## src/rtl/svc_req_pkg.sv

```systemverilog
package svc_req_pkg;

    localparam int REG_W  = 16;
    localparam int CHAN_N = 8;

    typedef enum logic [1:0] {
        SRC_HOLD = 2'd0,
        SRC_LOAD = 2'd1,
        SRC_ZERO = 2'd2
    } src_op_e;

    typedef struct packed {
        logic opn;
        logic cls;
    } gate_cmd_t;

    // host clear outranks a host write in the same cycle
    function automatic src_op_e pick_src_op(input logic clr, input logic wr);
        if (clr)
            return SRC_ZERO;
        else if (wr)
            return SRC_LOAD;
        return SRC_HOLD;
    endfunction

    // closing outranks opening
    function automatic logic next_gate(input logic cur, input gate_cmd_t cmd);
        if (cmd.cls)
            return 1'b0;
        else if (cmd.opn)
            return 1'b1;
        return cur;
    endfunction

endpackage

```

## src/rtl/svc_src_reg.sv

```systemverilog
module svc_src_reg
    import svc_req_pkg::*;
#(
    parameter int W = REG_W,
    parameter int N = CHAN_N
) (
    input  logic         clk,
    input  logic         rst,
    input  logic [N-1:0] evt_set,
    input  logic         wr_en,
    input  logic [N-1:0] wr_bits,
    input  logic         clr,
    output logic [W-1:0] src_q
);

    src_op_e      op;
    logic [N-1:0] bits_q;

    always_comb op = pick_src_op(clr, wr_en);

    for (genvar i = 0; i < N; i++) begin : g_bit
        always_ff @(posedge clk) begin
            if (rst)
                bits_q[i] <= 1'b0;
            else if (evt_set[i])
                bits_q[i] <= 1'b1;
            else begin
                case (op)
                    SRC_ZERO: bits_q[i] <= 1'b0;
                    SRC_LOAD: bits_q[i] <= wr_bits[i];
                    default:  bits_q[i] <= bits_q[i];
                endcase
            end
        end
    end

    if (W > N) begin : g_pad
        assign src_q = {{(W-N){1'b0}}, bits_q};
    end else begin : g_nopad
        assign src_q = bits_q[W-1:0];
    end

    assert_set_wins_R5: assert property (@(posedge clk) disable iff (rst)
        (|evt_set) |=> ((src_q[N-1:0] & $past(evt_set)) == $past(evt_set)));

    assert_clear_empties_R4: assert property (@(posedge clk) disable iff (rst)
        (clr && evt_set == '0) |=> (src_q == '0));

    assert_hold_R2: assert property (@(posedge clk) disable iff (rst)
        (!clr && !wr_en && evt_set == '0) |=> $stable(src_q));

endmodule

```

## src/rtl/svc_mask_gate.sv

```systemverilog
module svc_mask_gate
    import svc_req_pkg::*;
#(
    parameter int W = REG_W,
    parameter int N = CHAN_N
) (
    input  logic         clk,
    input  logic         rst,
    input  logic         mask_wr,
    input  logic [N-1:0] mask_bits,
    input  gate_cmd_t    gate_cmd,
    output logic [W-1:0] mask_q,
    output logic         gate_q
);

    logic [N-1:0] m_q;

    always_ff @(posedge clk) begin
        if (rst) begin
            m_q    <= '0;
            gate_q <= 1'b0;
        end else begin
            if (mask_wr)
                m_q <= mask_bits;
            gate_q <= next_gate(gate_q, gate_cmd);
        end
    end

    if (W > N) begin : g_pad
        assign mask_q = {{(W-N){1'b0}}, m_q};
    end else begin : g_nopad
        assign mask_q = m_q[W-1:0];
    end

    assert_off_wins_R8: assert property (@(posedge clk) disable iff (rst)
        gate_cmd.cls |=> !gate_q);

    assert_on_opens_R8: assert property (@(posedge clk) disable iff (rst)
        (gate_cmd.opn && !gate_cmd.cls) |=> gate_q);

    assert_mask_load_R9: assert property (@(posedge clk) disable iff (rst)
        mask_wr |=> (mask_q[N-1:0] == $past(mask_bits)));

endmodule

```

## src/rtl/svc_stretch.sv

```systemverilog
module svc_stretch #(
    parameter int STRETCH_CYC = 500000,
    localparam int CNT_W = $clog2(STRETCH_CYC + 1)
) (
    input  logic clk,
    input  logic rst,
    input  logic access,
    output logic led
);

    localparam logic [CNT_W-1:0] LOAD_VAL = CNT_W'(STRETCH_CYC);

    logic [CNT_W-1:0] cnt_q;

    always_ff @(posedge clk) begin
        if (rst)
            cnt_q <= '0;
        else if (access)
            cnt_q <= LOAD_VAL;
        else if (cnt_q != '0)
            cnt_q <= cnt_q - 1'b1;
    end

    assign led = (cnt_q != '0);

    assert_access_lights_R10: assert property (@(posedge clk) disable iff (rst)
        access |=> led);

    assert_no_drop_on_access_R10: assert property (@(posedge clk) disable iff (rst)
        $fell(led) |-> !$past(access));

endmodule

```

## src/rtl/svc_req_top.sv

```systemverilog
module svc_req_top
    import svc_req_pkg::*;
#(
    parameter int W           = REG_W,
    parameter int N           = CHAN_N,
    parameter int STRETCH_CYC = 500000
) (
    input  logic         clk,
    input  logic         rst,
    input  logic [N-1:0] evt_set,
    input  logic         src_wr,
    input  logic [W-1:0] src_wdata,
    input  logic         src_clr,
    input  logic         mask_wr,
    input  logic [W-1:0] mask_wdata,
    input  logic         gate_on,
    input  logic         gate_off,
    input  logic         bus_access,
    output logic [W-1:0] src_q,
    output logic [W-1:0] mask_q,
    output logic [W-1:0] status_q,
    output logic         req_o,
    output logic         test_o,
    output logic         act_o
);

    gate_cmd_t cmd;
    logic      gate_q;
    logic      pending;

    assign cmd.opn = gate_on;
    assign cmd.cls = gate_off;

    svc_src_reg #(.W(W), .N(N)) u_src (
        .clk     (clk),
        .rst     (rst),
        .evt_set (evt_set),
        .wr_en   (src_wr),
        .wr_bits (src_wdata[N-1:0]),
        .clr     (src_clr),
        .src_q   (src_q)
    );

    svc_mask_gate #(.W(W), .N(N)) u_mask (
        .clk       (clk),
        .rst       (rst),
        .mask_wr   (mask_wr),
        .mask_bits (mask_wdata[N-1:0]),
        .gate_cmd  (cmd),
        .mask_q    (mask_q),
        .gate_q    (gate_q)
    );

    svc_stretch #(.STRETCH_CYC(STRETCH_CYC)) u_act (
        .clk    (clk),
        .rst    (rst),
        .access (bus_access),
        .led    (act_o)
    );

    assign pending  = |(src_q[N-1:0] & mask_q[N-1:0]);
    assign test_o   = pending;
    assign req_o    = pending & gate_q;
    assign status_q = {{(W-1){1'b0}}, gate_q};

    assert_req_gated_R7: assert property (@(posedge clk) disable iff (rst)
        req_o |-> (test_o && status_q[0]));

    assert_open_follows_test_R7: assert property (@(posedge clk) disable iff (rst)
        (status_q[0] && test_o) |-> req_o);

endmodule

```

## config.mk

```make
export PLATFORM = sky130hd
export DESIGN_NAME = svc_req_top
export DESIGN_NICKNAME = d
export VERILOG_FILES = /design/src/rtl/svc_req_pkg.sv /design/src/rtl/svc_src_reg.sv /design/src/rtl/svc_mask_gate.sv /design/src/rtl/svc_stretch.sv /design/src/rtl/svc_req_top.sv
export SDC_FILE = /design/constraint.sdc
export NUM_CORES = 1
export LEC_CHECK = 0
export BUFFER_PORTS_ARGS = -buffer_cell sky130_fd_sc_hd__buf_2
export CAP_MARGIN = 40
export CORE_MARGIN = 5
export CORE_UTILIZATION = 40
export CTS_BUF_LIST = sky130_fd_sc_hd__clkbuf_2
export CTS_CLUSTER_SIZE = 28
export DETAILED_ROUTE_END_ITERATION = 16
export GPL_ROUTABILITY_DRIVEN = 1
export HOLD_SLACK_MARGIN = 0.03
export PLACE_DENSITY_LB_ADDON = 0.2
export SYNTH_ARGS = -nofsm -noshare
export SYNTH_HDL_FRONTEND = slang
export SYNTH_SLANG_ARGS = --single-unit
```

## constraint.sdc

```tcl
create_clock -name clk -period 2.43 [get_ports clk]
set_clock_uncertainty 0.2 [all_clocks]
set_input_delay 0.486 -clock clk [delete_from_list [all_inputs] [get_ports clk]]
set_output_delay 0.486 -clock clk [all_outputs]
set_load 0.1 [all_outputs]
```

==> qor.yml, run 1 <==
synth:
  synth-edff-count: 0
  synthFlopType: "dfxtp_1"
  ys_ff_latch: 36
  syn_inst: 228
  yosysWarnings: 0
  ys_top_cells_by_area: "dfxtp_1, buf_4, mux2i_1"
  synth_top_area_frac: 0.3657
  synth_cell_types: 44
  async_reset_ff_frac: 0
  syn_area_per_cell_um2: 8.643
  synth_top_cell_by_area: "dfxtp_1"
  yosysSeqAreaShare: 0.3657
  synthTopCellsByCount: "nor2_1, dfxtp_1, buf_4, mux2i_1"
  netlist_area_mm2: 0.001971
  yosysMostFrequentCell: "nor2_1"
floorplanning:
  die_y_um: 80.19
  die_area_mm2: 0.006430
  fp-row-count: 25
  die_w_um: 80.19
  io_pins: 99
  start_util: 0.4145
  coreArea_mm2: 0.004755
routing:
  wl_met2_mm: 2.076
  viasPerCell: 4.745
  firstDrtPassIters: 4
  num_vias: 1694
  wl_met1_mm: 2.042
  drtAntennaViolNets: 0
  wl_met3_um: 381
  wl_mm: 4.551
  drc: 0
  highest_layer: "met4"
  drtIter0Drc: 94
  wire_per_inst_um: 12.75
cells_and_area:
  fillers: 479
  num_antenna_cells: 0
  syn_to_final_growth_pct: 23.30
  multi_input_area_mm2: 0.001090
  register_area_um2: 784.5
  final_layout_size_suffix_gt1_frac: 0.3552
  utilization: 0.5111
  nNetsFinal: 339
clock_tree:
  cts-htree-levels: 2
  cts-root-buf: "clkbuf_2"
  worst_setup_hold_path_clk_slew_ns: 0.19
  clk_latency_ns: 0.38
  numCtsBuffers: 5
  cts_tree: "yes"
  cts_num_sinks: 36
  clockBufferDepth: 2
placement:
  hpwlAfterDp_mm: 3.418
  pre_cts_ws_ns: 0.08818
  portBuffers: 51
  place_congestion: 0.7832
timing:
  finalHoldViolCount: 0
  worst_slack_ns: 0.09362
  setup_viol_count_final: 0
  rsz0062_at_grt: "true"
  drv_slew: 0
  finalCritPeriodShare: 0.9615
  fin_crit_ns: 2.336
  fmax_ghz: 0.4280
critical_path:
  slowest_delay_ns: 0.37
  crit_arrival_ns: 1.65
  path_cells: "inv_2 -> ha_1 -> nor4b_4 -> and3_4 -> nand3_4 -> buf_12"
  worstSetupEndpointType: "primary output"
  cp_max_fo: 3
  start_kind: "flop"
  cp.required_ns: 1.74
  critPathBufInv: 2
  cp_slowest_cell: "dfxtp_2"
  crit_family: "simple AND/OR/NAND/NOR gates"
  critPathKind: "flop to primary output"
global_routing:
  grt_usage: 0.1429
  grt_pass1_vias: 1505
  grt_max_degree: 24
  grt_pass1_wl_mm: 7.231
  grt-ovfl-total: 0
  antenna_found_initial: 0
power_and_ir_drop:
  leakagePower_nw: 1.124
  vdd_drop_max_mv: 0.3029
  p_per_area_mw_per_mm2: 726.8
min_path:
  hp-class: "input port to flop"
job:
  cap_violations: 0
outcome:
  outcome: "completed"
-- kinds of logic after synthesis --
kind of cell,Yosys count,share of synthesized area
compound gates,33,0.1238
xor+xnor,1,0.004445
fa+ha+maj,2,0.01270
buf+inv,48,0.1575
flops,36,0.3657
mux,19,0.09651
other cells,1,0.001903
simple gates,88,0.2375
-- routing by layer --
layer | vias to the layer above | global-route usage
li1 | 870 | -
met1 | 759 | 0.1834
met2 | 60 | 0.2293
met3 | 5 | 0.04148
met4 | 0 | 0.04561
met5 | - | 0
-- final timing paths --
path | depth (start not counted) | end | from | slack (ns)
setup / recovery | 6 | act_o | u_act.cnt_q[0]$_SDFFE_PP0P_ | 0.09
hold / removal | 3 | u_src.src_q[7]$_SDFFE_PP0P_ | evt_set[7] | 0.1
setup reg to reg | 6 | u_act.cnt_q[14]$_SDFFE_PP0P_ | u_act.cnt_q[0]$_SDFFE_PP0P_ | 0.12
hold reg to reg | 2 | u_act.cnt_q[9]$_SDFFE_PP0P_ | u_act.cnt_q[9]$_SDFFE_PP0P_ | 0.31
-- layout make-up --
type | instances | share of cell area
clock buffers | 6 | 0.01236
repair buffers | 65 | 0.1565
well taps | 67 | 0.03450
multi-input cells | 174 | 0.4485
clock inverters | 2 | 0.01442
inverters | 7 | 0.01081
flip-flops and latches | 36 | 0.3229
-- placed cells by master (no fill, tap or decap), types with 4 or more instances in the layout --
master and instances:
nor4_1 7, or4_1 4, buf_4 14, or3_1 5, a22oi_1 4, inv_1 6, clkbuf_2 6, a21oi_1 8
conb_1 31, nor2_1 39, mux2i_1 19, nor3_1 5, buf_2 49, a31oi_1 4, nand2_1 7, dfxtp_4 16
dfxtp_1 17
-- power by group --
group	switching (W)	leakage, nW	total (W)	internal [W]
Combinational	0.000531	0.773	0.000706	0.000175
Sequential	0.0000506	0.309	0.000681	0.000630
Clock	0.000203	0.0430	0.000380	0.000177
-- tightest hold or removal path, stage by stage --
cell	delay, ns
buf_2	0.07
nor2_1	0.03
nor2_1	0.06
-- sequential cells by signal, indices dropped and copies added, names as in the netlist --
signal,flops
u_act.cnt_q,19
u_mask.gate_q,1
u_mask.m_q,8
u_src.src_q,8
-- what timing repair did --
action | CTS | global route
hold buffers | 1 | 0
endpoints found under the hold margin | 1 | 0
gates resized for setup | 5 | 8
buffers inserted | 0 | 4
setup endpoints to repair | 1 | 4
pin swaps | 0 | 2
-- metrics by stage --
stage / total power (W) / area [um2] / hold slack [ns] / instances / setup TNS [ns]
floorplan: 0.001296 / 2167 / 0.2657 / 258 / -0.4680
global placement: 0.001372 / 2290 / 0.2872 / 344 / 0
detailed placement: 0.001377 / 2290 / 0.2963 / 344 / 0
CTS: 0.001763 / 2381 / 0.07586 / 353 / 0
global route: 0.001867 / 2430 / 0.06300 / 357 / -0.07029
finish: 0.001766 / 2430 / 0.09858 / 357 / 0
Power figures use the tool's default switching activity.
==> run 2, diff against run 1 <==
--- a/config.mk
+++ b/config.mk
@@ -7,7 +7,6 @@
 export LEC_CHECK = 0
 export BUFFER_PORTS_ARGS = -buffer_cell sky130_fd_sc_hd__buf_2
 export CAP_MARGIN = 40
-export CORE_MARGIN = 5
 export CORE_UTILIZATION = 40
 export CTS_BUF_LIST = sky130_fd_sc_hd__clkbuf_2
 export CTS_CLUSTER_SIZE = 28
==> qor.yml, run 2 (synthesis results as in run 1) <==
power_and_ir_drop:
  vdd_drop_max_mv: 0.3335  # +10%
  power_w: 0.001757  # -0.51%
  leakagePower_nw: 1.117  # -0.70%
  p_per_area_mw_per_mm2: 723.2  # -0.51%
timing:
  max_slew_margin: 0.6289
  finalHoldViolCount: 0  # unchanged
  tightest_slew_ns: 0.5516
  finalCritPeriodShare: 0.9890  # +0.02755
  fin_crit_ns: 2.403  # +0.06694 ns
  rsz0062_at_grt: "true"
  drv_slew: 0  # unchanged
  setup_viol_count_final: 0  # unchanged
  fmax_ghz: 0.4161  # -2.8%
critical_path:
  r2r_cells: 6  # unchanged
  start_kind: "flop"
  slowest_delay_ns: 0.49  # +0.12 ns
  startpoint: "u_act.cnt_q[1]$_SDFFE_PP0P_"
  crit_arrival_ns: 2.52  # +0.87 ns
  critPathBufInv: 1  # -1
  r2r-start: "u_act.cnt_q[1]$_SDFFE_PP0P_"
  cp.required_ns: 2.55  # +0.81 ns
  cp.depth: 6  # unchanged
  crit_family: "simple AND/OR/NAND/NOR gates"
  cp_slowest_cell: "or3b_2"
  endpoint: "u_act.cnt_q[14]$_SDFFE_PP0P_"
  path_cells: "inv_1 -> ha_2 -> or3b_2 -> a2111o_1 -> or4_1 -> a21oi_1"
  critPathKind: "flop to flop"
  reg2reg_to: "u_act.cnt_q[14]$_SDFFE_PP0P_"
  r2r_setup_slack_ns: 0.03  # -0.09 ns
  cp_max_fo: 5  # +2
  worstSetupEndpointType: "flop"
floorplanning:
  die_area_mm2: 0.005211  # -19%
  fp-row-count: 25  # unchanged
  die_w_um: 72.19  # -10%
  coreArea_mm2: 0.004723  # -0.66%
  die_y_um: 72.19  # -10%
  start_util: 0.4172  # +0.002745
  io_pins: 99  # unchanged
routing:
  firstDrtPassIters: 4  # unchanged
  drtAntennaViolNets: 0  # unchanged
  wire_per_inst_um: 12.39  # -2.8%
  viasPerCell: 4.851  # +2.2%
  num_vias: 1722  # +1.7%
  drtIter0Drc: 60  # -36%
  drc: 0  # unchanged
  wl_mm: 4.400  # -3.3%
placement:
  place_congestion: 0.7802  # -0.38%
  dp_cells: 344  # unchanged
  portBuffers: 51  # unchanged
  hpwlAfterDp_mm: 3.156  # -7.7%
cells_and_area:
  syn_to_final_growth_pct: 23.30  # unchanged
  mostFrequentLayoutCells: "buf_2, nor2_1, conb_1"
  final_layout_size_suffix_gt1_frac: 0.3542  # -0.001006
  largest_reg_flops: 19  # unchanged
  nNetsFinal: 337  # -0.59%
  largest-register: "u_act.cnt_q"
  final_cells: 355  # -0.56%
  num_antenna_cells: 0  # unchanged
  final_common_cell: "buf_2"
outcome:
  outcome: "completed"
clock_tree:
  clockBufferDepth: 2  # unchanged
  cts_tree: "yes"
  cts-root-buf: "clkbuf_2"
  worst_setup_hold_path_clk_slew_ns: 0.18  # about the same
  numCtsBuffers: 5  # unchanged
  cts-htree-levels: 2  # unchanged
  cts_num_sinks: 36  # unchanged
  clk_latency_ns: 0.38  # about the same
global_routing:
  grt-ovfl-total: 0  # unchanged
  busiest_layer: "met2"
  grt_pass1_wl_mm: 7.148  # -1.1%
  antenna_found_initial: 0  # unchanged
  grtUsageMet2: 0.3011  # +0.07184
  use_met1: 0.2225  # +0.03907
  grt_usage: 0.1776  # +0.03470
  grtUsageMet3: 0.04028  # -0.001202
  grt_max_degree: 24  # unchanged
  grt_pass1_vias: 1549  # +2.9%
min_path:
  hp-class: "input port to flop"
job:
  cap_violations: 0  # unchanged
==> run 2: worst min-delay path by stage <==
stage          cells past startpoint                          from  slack, ns                            to
6_report                           3                    evt_set[7]       0.09   u_src.src_q[7]$_SDFFE_PP0P_
2_1_floorplan                      2  u_act.cnt_q[10]$_SDFFE_PP0P_       0.27  u_act.cnt_q[10]$_SDFFE_PP0P_
3_5_place_dp                       2  u_act.cnt_q[10]$_SDFFE_PP0P_       0.30  u_act.cnt_q[10]$_SDFFE_PP0P_
5_1_grt                            3                    evt_set[0]       0.08   u_src.src_q[0]$_SDFFE_PP0P_
4_1_cts                            3                    evt_set[7]       0.08   u_src.src_q[7]$_SDFFE_PP0P_
3_3_place_gp                       2  u_act.cnt_q[10]$_SDFFE_PP0P_       0.29  u_act.cnt_q[10]$_SDFFE_PP0P_
==> run 2: per-stage QoR <==
stage | setup slack, ns | cell area, um2 | hold slack (ns) | utilization | TNS (ns)
6_report | 0.02668 | 2430 | 0.09259 | 0.5144 | 0
5_1_grt | -0.06997 | 2430 | 0.08077 | 0.5144 | -0.1376
4_1_cts | 0.01047 | 2377 | 0.07645 | 0.5033 | 0
3_5_place_dp | 0.08402 | 2290 | 0.2971 | 0.4848 | 0
3_3_place_gp | 0.1552 | 2290 | 0.2860 | 0.4848 | 0
2_1_floorplan | -0.4680 | 2167 | 0.2657 | - | -0.4680
==> run 2: area by class of cell <==
type,count,area [um2]
Clock inverter,2,35.03
Inverter,7,28.78
Multi-Input combinational cell,174,1102
Clock buffer,6,30.03
Sequential cell,36,787.0
Timing Repair Buffer,63,362.8
Fill cell,455,2293
Tap cell,67,83.83
==> run 2: worst reg2reg max path, delay by kind of cell, from the launching register on <==
family / cells / cell delay (ns)
DFF: 1 / 0.38
buffers and inverters: 1 / 0.11
adders and majority gates: 1 / 0.21
AOI/OAI and AO/OA: 2 / 0.54
and+or+nand+nor: 2 / 0.91
==> run 2: what timing repair did <==
action / CTS / global route
setup endpoints to repair: 1 / 2
buffers inserted: 0 / 2
endpoints found under the hold margin: 1 / 0
gates resized for setup: 4 / 11
pin swaps: 0 / 1
hold buffers: 1 / 0
==> run 2: where the power goes <==
| group | internal [W] | leakage (nW) | total, W | switching [W] |
|---|---|---|---|---|
| Combinational | 0.000170 | 0.765 | 0.000698 | 0.000528 |
| Sequential | 0.000629 | 0.309 | 0.000683 | 0.0000534 |
| Clock | 0.000177 | 0.0430 | 0.000376 | 0.000199 |
==> run 2: layer usage <==
metal,share of wire,up-vias
li1,-,861
met1,0.45,791
met2,0.47,64
met3,0.060,6
met4,0.014,0
met5,0,-
==> run 3, diff against run 2 <==
--- a/config.mk
+++ b/config.mk
@@ -7,7 +7,7 @@
 export LEC_CHECK = 0
 export BUFFER_PORTS_ARGS = -buffer_cell sky130_fd_sc_hd__buf_2
 export CAP_MARGIN = 40
-export CORE_UTILIZATION = 40
+export CORE_UTILIZATION = 45
 export CTS_BUF_LIST = sky130_fd_sc_hd__clkbuf_2
 export CTS_CLUSTER_SIZE = 28
 export DETAILED_ROUTE_END_ITERATION = 16
==> qor.yml, run 3 (synthesis results as in run 1) <==
outcome:
  outcome: "completed"
placement:
  dp_cells: 329  # -4.4%
  hpwlAfterDp_mm: 3.166  # +0.31%
  place_congestion: 0.7800  # about the same
  portBuffers: 51  # unchanged
job:
  cap_violations: 0  # unchanged
global_routing:
  grt_usage: 0.1896  # +0.01200
  grt_pass1_vias: 1475  # -4.8%
  grt_pass1_wl_mm: 6.527  # -8.7%
  grt-ovfl-total: 0  # unchanged
  antenna_found_initial: 0  # unchanged
  grt_max_degree: 24  # unchanged
critical_path:
  startpoint: "u_act.cnt_q[0]$_SDFFE_PP0P_"
  cp_max_fo: 3  # -2
  start_kind: "flop"
  critPathKind: "flop to primary output"
  r2r_setup_slack_ns: 0.11  # +0.08 ns
  worstSetupEndpointType: "primary output"
  r2r-start: "u_act.cnt_q[0]$_SDFFE_PP0P_"
  reg2reg_to: "u_act.cnt_q[14]$_SDFFE_PP0P_"
  cp.required_ns: 1.74  # -0.81 ns
  crit_arrival_ns: 1.64  # -0.88 ns
  r2r_cells: 6  # unchanged
  endpoint: "act_o"
cells_and_area:
  final_layout_size_suffix_gt1_frac: 0.3529  # -0.001225
  syn_to_final_growth_pct: 22.29
  num_antenna_cells: 0  # unchanged
  utilization: 0.5856  # +0.07115
  final_cells: 339  # -4.5%
  nNetsFinal: 338  # +0.30%
  largest-register: "u_act.cnt_q"
  mostFrequentLayoutCells: "buf_2, nor2_1, conb_1"
  largest_reg_flops: 19  # unchanged
  final_common_cell: "buf_2"
  fillers: 390  # -14%
floorplanning:
  start_util: 0.4789  # +0.06165
  die_y_um: 68.18  # -5.6%
  fp-row-count: 23  # -8.0%
  coreArea_mm2: 0.004115  # -13%
  die_area_mm2: 0.004648  # -11%
  die_w_um: 68.18  # -5.6%
  io_pins: 99  # unchanged
clock_tree:
  clockBufferDepth: 2  # unchanged
  cts_tree: "yes"
  worst_setup_hold_path_clk_slew_ns: 0.17  # about the same
  cts_num_sinks: 36  # unchanged
  numCtsBuffers: 5  # unchanged
  cts-htree-levels: 2  # unchanged
  cts-root-buf: "clkbuf_2"
  clk_latency_ns: 0.39  # about the same
routing:
  drtAntennaViolNets: 0  # unchanged
  firstDrtPassIters: 4  # unchanged
  viasPerCell: 5.024  # +3.6%
  wire_per_inst_um: 12.28  # -0.90%
  drc: 0  # unchanged
  num_vias: 1703  # -1.1%
  wl_mm: 4.164  # -5.4%
  drtIter0Drc: 67  # +12%
timing:
  finalCritPeriodShare: 0.9555  # -0.03351
  finalHoldViolCount: 0  # unchanged
  hold_slack_ns: 0.09150  # -0.001089 ns
  fin_crit_ns: 2.322  # -0.08142 ns
  drv_slew: 0  # unchanged
  fmax_ghz: 0.4307  # +3.5%
  setup_viol_count_final: 0  # unchanged
  setup_tns_ns: 0  # unchanged
power_and_ir_drop:
  p_per_area_mw_per_mm2: 728.1  # +0.68%
  p_int_w: 0.0009784  # +0.19%
  vdd_drop_max_mv: 0.3437  # +3.0%
  sw_frac_of_total: 0.4424  # -0.001876
  seq_power_share: 0.387  # -0.002
  switching_power_w: 0.0007762  # -0.57%
  leakagePower_nw: 1.121  # +0.43%
  clkPwrFrac: 0.213  # about the same
  pwr-share-comb: 0.400  # +0.003
min_path:
  hp-class: "input port to flop"
  hp-start: "evt_set[7]"
## run 3: final cells by class
cell class,count,area [um2],area share
clock buffers,6,30.03,0.01246
repair buffers,64,370.4,0.1537
well taps,50,62.56,0.02596
multi-input cells,174,1102,0.4574
inverters,7,26.28,0.01090
clock inverters,2,35.03,0.01454
flip-flops and latches,36,783.3,0.3250
## run 3: power by group through the flow
stage | combinational, W | sequential, W | clock (W)
floorplan | 0.000492 | 0.000804 | 0
global route | 0.000745 | 0.000689 | 0.000410
detailed placement | 0.000687 | 0.000691 | 0
finish | 0.000702 | 0.000679 | 0.000374
global placement | 0.000682 | 0.000689 | 0
CTS | 0.000694 | 0.000678 | 0.000383
## run 3: through the flow
stage	total power [W]	area, um2	worst slack (ns)
after global placement	0.001371	2283	0.1229
after CTS	0.001755	2376	0.03212
after floorplan	0.001296	2167	-0.4680
after global routing	0.001844	2410	-0.008327
after detailed placement	0.001377	2283	0.08733
final	0.001755	2410	0.1081
## run 3: how the worst min path moves through the flow
stage / depth (start not counted) / to
after CTS: 3 / u_src.src_q[7]$_SDFFE_PP0P_
after detailed placement: 2 / u_act.cnt_q[10]$_SDFFE_PP0P_
after floorplan: 2 / u_act.cnt_q[10]$_SDFFE_PP0P_
after global routing: 3 / u_src.src_q[7]$_SDFFE_PP0P_
final: 3 / u_src.src_q[7]$_SDFFE_PP0P_
after global placement: 2 / u_act.cnt_q[10]$_SDFFE_PP0P_
## run 3: worst max-delay path: stages (launching register included)
cell     delay (ns)
dfxtp_2        0.36
inv_2          0.08
ha_4           0.12
nor4b_4        0.20
and3_4         0.24
nand3_4        0.08
buf_12         0.18
## run 3: per-layer routing
layer  vias up  part of all wire  global-route usage
met2        58              0.45              0.3113
met5         -                 0                   0
met4         0             0.019             0.08594
li1        863                 -                   -
met3         7             0.062             0.03500
met1       775              0.47              0.2382
## run 3: timing repair
action                                  in CTS  in global routing
gates resized for setup                      4                  9
endpoints found under the setup margin       1                  2
endpoints found under the hold margin        1                  0
hold buffers                                 1                  0
setup buffers                                0                  1
pin swaps                                    0                  3
